**config.mk**
```make
export PLATFORM = sky130hd
export DESIGN_NAME = gpio_alias_top
export DESIGN_NICKNAME = d
export VERILOG_FILES = /design/src/rtl/gpio_alias_pkg.sv /design/src/rtl/gpio_sync.sv /design/src/rtl/gpio_bank.sv /design/src/rtl/gpio_alias_top.sv
export SDC_FILE = /design/constraint.sdc
export NUM_CORES = 1
export LEC_CHECK = 0
export BUFFER_PORTS_ARGS = -buffer_cell sky130_fd_sc_hd__buf_2
export CAP_MARGIN = 40
export CORE_MARGIN = 2
export CORE_UTILIZATION = 52
export DETAILED_ROUTE_END_ITERATION = 7
export PLACE_DENSITY_LB_ADDON = 0.08
export SLEW_MARGIN = 10
export SYNTH_ARGS = -nofsm -noshare
export SYNTH_HDL_FRONTEND = slang
export SYNTH_SLANG_ARGS = --single-unit
```
**constraint.sdc**
```tcl
create_clock -name clk -period 1.47 [get_ports clk]
set_clock_uncertainty 0.05 [all_clocks]
set_input_delay 0.0735 -clock clk [delete_from_list [all_inputs] [get_ports clk]]
set_output_delay 0.0735 -clock clk [all_outputs]
set_load 0.02 [all_outputs]
```
**src/rtl/gpio_alias_pkg.sv**
```systemverilog
package gpio_alias_pkg;

  localparam int WORD_W = 32;
  typedef logic [WORD_W-1:0] word_t;

  typedef enum logic [2:0] {
    OP_WRITE  = 3'd0,
    OP_SET    = 3'd1,
    OP_CLEAR  = 3'd2,
    OP_FLIP   = 3'd3,
    OP_SAMPLE = 3'd4
  } op_e;

  // Ones in bit positions lsb .. lsb+cnt-1.
  function automatic word_t span_mask(int lsb, int cnt);
    word_t m;
    m = '0;
    for (int i = 0; i < WORD_W; i++) begin
      if (i >= lsb && i < lsb + cnt) m[i] = 1'b1;
    end
    return m;
  endfunction

  // Implemented bits of the upper bank.
  function automatic word_t upper_mask(int gp_bits);
    return span_mask(0, gp_bits) | span_mask(24, 4) | span_mask(28, 4);
  endfunction

  // True for operations that modify a register.
  function automatic logic is_modify(logic [2:0] op);
    return op <= OP_FLIP;
  endfunction

  // Next register value for a modifying operation.
  function automatic word_t alias_next(word_t cur, word_t wd, logic [2:0] op, word_t mask);
    word_t n;
    case (op)
      OP_WRITE: n = wd;
      OP_SET:   n = cur | wd;
      OP_CLEAR: n = cur & ~wd;
      OP_FLIP:  n = cur ^ wd;
      default:  n = cur;
    endcase
    return n & mask;
  endfunction

endpackage

```
**src/rtl/gpio_sync.sv**
```systemverilog
module gpio_sync #(
  parameter int W      = 32,
  parameter int STAGES = 2
) (
  input  logic         clk,
  input  logic         rst_n,
  input  logic [W-1:0] d,
  output logic [W-1:0] q
);

  logic [STAGES-1:0][W-1:0] stage_q;

  always_ff @(posedge clk or negedge rst_n) begin
    if (!rst_n) stage_q <= '0;
    else        stage_q <= {stage_q[STAGES-2:0], d};
  end

  assign q = stage_q[STAGES-1];

endmodule

```
**src/rtl/gpio_bank.sv**
```systemverilog
module gpio_bank
  import gpio_alias_pkg::*;
#(
  parameter word_t MASK = '1
) (
  input  logic       clk,
  input  logic       rst_n,
  input  logic       wr_en,
  input  logic       reg_sel,
  input  logic [2:0] op,
  input  word_t      wdata,
  output word_t      level_q,
  output word_t      enable_q
);

  // Index 0 is the level register, index 1 the direction register.
  for (genvar g = 0; g < 2; g++) begin : g_reg
    word_t r_q;
    logic  hit;

    assign hit = wr_en && (reg_sel == 1'(g)) && is_modify(op);

    always_ff @(posedge clk or negedge rst_n) begin
      if (!rst_n)   r_q <= '0;
      else if (hit) r_q <= alias_next(r_q, wdata, op, MASK);
    end
  end

  assign level_q  = g_reg[0].r_q;
  assign enable_q = g_reg[1].r_q;

endmodule

```
**src/rtl/gpio_alias_top.sv**
```systemverilog
module gpio_alias_top
  import gpio_alias_pkg::*;
#(
  parameter int LO_WIDTH    = 32,
  parameter int HI_GP_WIDTH = 16,
  parameter int SYNC_STAGES = 2
) (
  input  logic        clk,
  input  logic        rst_n,
  input  logic [4:0]  bus_addr,
  input  logic        bus_we,
  input  logic [31:0] bus_wdata,
  output logic [31:0] bus_rdata,
  input  logic [31:0] pin_in_lo,
  output logic [31:0] pin_out_lo,
  output logic [31:0] pin_oe_lo,
  input  logic [31:0] pin_in_hi,
  output logic [31:0] pin_out_hi,
  output logic [31:0] pin_oe_hi
);

  localparam word_t LO_MASK = span_mask(0, LO_WIDTH);
  localparam word_t HI_MASK = upper_mask(HI_GP_WIDTH);

  // Address decode, brought out as named wires.
  logic       bank_hi;
  logic       reg_sel;
  logic [2:0] op;
  assign bank_hi = bus_addr[4];
  assign reg_sel = bus_addr[3];
  assign op      = bus_addr[2:0];

  word_t bank_lvl  [2];
  word_t bank_en   [2];
  word_t bank_smp  [2];
  word_t bank_pins [2];

  assign bank_pins[0] = pin_in_lo;
  assign bank_pins[1] = pin_in_hi;

  for (genvar b = 0; b < 2; b++) begin : g_bank
    localparam word_t BMASK = (b == 0) ? LO_MASK : HI_MASK;
    logic  wr_bank;
    word_t smp_raw;

    assign wr_bank = bus_we && (bank_hi == 1'(b));

    gpio_sync #(.W(WORD_W), .STAGES(SYNC_STAGES)) u_sync (
      .clk   (clk),
      .rst_n (rst_n),
      .d     (bank_pins[b]),
      .q     (smp_raw)
    );

    gpio_bank #(.MASK(BMASK)) u_bank (
      .clk      (clk),
      .rst_n    (rst_n),
      .wr_en    (wr_bank),
      .reg_sel  (reg_sel),
      .op       (op),
      .wdata    (bus_wdata),
      .level_q  (bank_lvl[b]),
      .enable_q (bank_en[b])
    );

    assign bank_smp[b] = smp_raw & BMASK;
  end

  assign pin_out_lo = bank_lvl[0];
  assign pin_oe_lo  = bank_en[0];
  assign pin_out_hi = bank_lvl[1];
  assign pin_oe_hi  = bank_en[1];

  // Read path: only direct and sample addresses return data.
  always_comb begin
    bus_rdata = '0;
    case (op)
      OP_WRITE:  bus_rdata = reg_sel ? bank_en[bank_hi] : bank_lvl[bank_hi];
      OP_SAMPLE: bus_rdata = reg_sel ? '0 : bank_smp[bank_hi];
      default:   bus_rdata = '0;
    endcase
  end

endmodule

```
==> metrics.log <==
[metrics] outcome: complete, but fails checks
[metrics] violations in the final reports: setup timing
[metrics] number of pins with negative max-slew slack in the final report: 0
[metrics] maximum level of the CTS H-tree: 1
[metrics] flop and latch count out of synthesis: 224
[metrics] number of max-cap violations: 0
[metrics] maximum buffer depth of the clock tree: 3
[metrics] maximum cell stage delay along the critical path: 0.48 ns
[metrics] CTS tree: done
[metrics] area of the die: 0.0302 sq mm
[metrics] Post-Synthesis Cell Area: 0.0150 sq mm
[metrics] Global Route met1 Usage: 0.389
[metrics] nature of the critical path startpoint: register
[metrics] GR Util met2: 0.510
[metrics] distinct cell type count of the synthesized netlist: 53
[metrics] DRC violation total after the first TritonRoute iteration: 807
[metrics] number of port buffers: 239
[metrics] Crit path max-delay family: multiplexers
[metrics] GR Overflow Total: 0
[metrics] worst hold-check path type: in -> reg
[metrics] CTS buffer count: 27
[metrics] via count of the first global-routing pass: 13100
[metrics] Tcrit/Tclk final: 1.37
[metrics] synthesized area divided by synthesized cell count: 11.0 sq um
[metrics] proportion of synthesized chip area in sequential cells: 0.374
[metrics] final instance count without filler cells: 2341
[metrics] post-layout min period: 2.01 ns
[metrics] share of the core filled with cells in the final layout: 0.776
[metrics] clk slew on worst S/H paths: 0.06 ns
[metrics] most used flip-flop cell after synthesis: dfrtp_1
[metrics] leakage component of the power: 0.0108 uW
[metrics] Synth-to-Final Area Change: 47.8%
[metrics] Chip Width: 174 microns
[metrics] number of detailed-routing iterations run before antenna repair: 5
[metrics] vias: 12700
[metrics] most common library cells after synthesis: dfrtp_1, ha_1, inv_1
[metrics] cell count after synthesis: 1363
[metrics] CP Capture Type: output pin
[metrics] Via density: 5.41
[metrics] number of sinks on the clock net: 224
[metrics] cell count after placement: 2138
[metrics] drt total wl: 46000 microns
[metrics] clk root buf: clkbuf_16
[metrics] critical-path maximum fanout: 3
[metrics] global-route wire length before repair: 71600 microns
[metrics] Critical path buffers and inverters: 2
[metrics] GRT Util Overall: 0.299
[metrics] initial antenna violation count: 1
[metrics] RSZ-0062 raised after global routing: yes
[metrics] worst-path cell chain: buf_6, mux4_2, nand2_2, o21ai_2, buf_6
[metrics] final hold slack: 0.0159 ns
[metrics] remaining antenna violation count after routing: 0
[metrics] busiest metal layer after global routing: met2
[metrics] post-synthesis cell type with the largest combined area: dfrtp_1
[metrics] highest achievable clock rate: 497 MHz
[metrics] routability-driven placement congestion ratio: 0.859
[metrics] pwr/cell area: 1300 mW/mm^2
[metrics] area inside the core boundary: 0.0285 sq mm
[metrics] fraction of synthesis flops using an asynchronous set or reset pin: 1.00
[metrics] largest net degree at the start of global routing: 71
[metrics] worst path setup slack after routing: -0.544 ns
[metrics] worst setup path class: reg -> out
[metrics] global-route track usage on met3: 0.0511
[metrics] number of placed I/O pins: 264
[metrics] post-synth top area share: 0.374
[metrics] count of antenna diodes in the layout: 0
[metrics] Most Frequent Cell on Critical Path: buf_6
[metrics] floorplan row count: 62
[metrics] layout cells sized above 1: 0.451
[metrics] Crit path arrival time: 1.89 ns
[metrics] post-detailed-route wirelength per cell: 19.7 microns
[metrics] count of yosys warnings during synthesis: 0
[metrics] initial core utilization: 0.525
[metrics] endpoints failing hold: 0
[metrics] critical path data required time: 1.35 ns
[metrics] Post-synth EDFFs: 0
[metrics] Chip Height: 174 microns
[metrics] VDD IR max: 0.00129 V
[metrics] total setup violations reported at the end of the flow: 74
[metrics] drt drc: 0
[metrics] Net count, final: 2264
[metrics] Post-DP HPWL: 29700 microns
[metrics] Worst-Skew Late Latency: 0.55 ns
[metrics] CP max stage cell: mux4_2
[metrics] top area cells in the synthesized netlist: dfrtp_1, ha_1, mux4_2
sequential cells by signal (all words and copies together), names as in the netlist:
name,count
g_bank.u_bank.enable_q,56
g_bank.u_bank.level_q,56
g_bank.u_sync.q,56
g_bank.u_sync.stage_q,56
layout by cell type, fill, tap and decap left out, types with 28 or more instances in the layout:
cell type	n
nand2b_1	69
dfrtp_2	40
o31ai_1	35
ha_4	36
inv_1	139
dlygate4sd3_1	84
dfrtp_1	184
buf_4	204
buf_2	192
inv_4	32
nor2_1	37
o21ai_1	28
mux2_4	39
mux4_2	61
mux2i_1	37
buf_6	123
ha_1	188
nand2_1	69
path summary, 6_finish.rpt:
path	slack [ns]	start	cells past startpoint	end
min reg2reg	0.30	g_bank[0].u_sync.stage_q[28]	0	g_bank[0].u_sync.q[28]
min in group asynchronous	0.07	rst_n	3	g_bank[1].u_bank.level_q[29]
max in group asynchronous	0.43	rst_n	3	g_bank[1].u_bank.level_q[28]
min	0.02	bus_wdata[7]	4	g_bank[1].u_bank.enable_q[7]
max reg2reg	-0.44	g_bank[1].u_bank.level_q[0]	7	g_bank[1].u_bank.level_q[0]
max	-0.54	g_bank[0].u_bank.enable_q[15]	5	bus_rdata[15]
worst min-delay path, stage by stage:
cell and delay, ns:
buf_2 0.10, buf_4 0.12, a221oi_1 0.07, o31ai_1 0.22
kinds of logic after synthesis:
kind of cell             share of synthesized area
multiplexers                                 0.153
buffers and inverters                       0.0842
adder cells (fa/ha/maj)                      0.187
other                                     0.000250
flip-flops                                   0.374
AO/OA/AOI/OAI                                0.117
AND/OR/NAND/NOR                             0.0846
report_power, final:
part / internal (uW) / switching [uW]
clock network: 4190 / 2910
registers: 7310 / 914
logic: 7100 / 6330
total: 18600 / 10200
area by class of cell:
type | count | area [sq um]
Clock buffer | 31 | 701
Clock inverter | 19 | 244
Fill cell | 1779 | 6410
Inverter | 181 | 763
Multi-Input combinational cell | 871 | 9020
Sequential cell | 224 | 5660
Tap cell | 384 | 480
Timing Repair Buffer | 631 | 5270
stage by stage:
stage | worst slack [ns] | power, uW | instance area [sq um] | TNS, ns
final | -0.544 | 28800 | 22100 | -22.71
after global routing | -0.589 | 30300 | 22100 | -25.49
after CTS | -0.540 | 27800 | 21600 | -21.81
after detailed placement | -0.169 | 17700 | 18400 | -7.12
after global placement | -0.175 | 17200 | 18400 | -5.18
after floorplan | -0.143 | 13500 | 15100 | -5.22
layer usage:
| layer | wire, microns | part of all wire |
|---|---|---|
| met1 | 19200 | 0.42 |
| met3 | 2670 | 0.058 |
| met2 | 22800 | 0.49 |
| met5 | 11 | 0.00024 |
| met4 | 1420 | 0.031 |
repair_timing:
item                                    CTS  global route
endpoints found under the setup margin   69           104
endpoints found under the hold margin   332             0
hold buffers                             84             0
setup buffers                            52            39
resized for setup                       287           131
pin swaps                                41            41
Note: power is estimated with default switching activity, not from simulation.
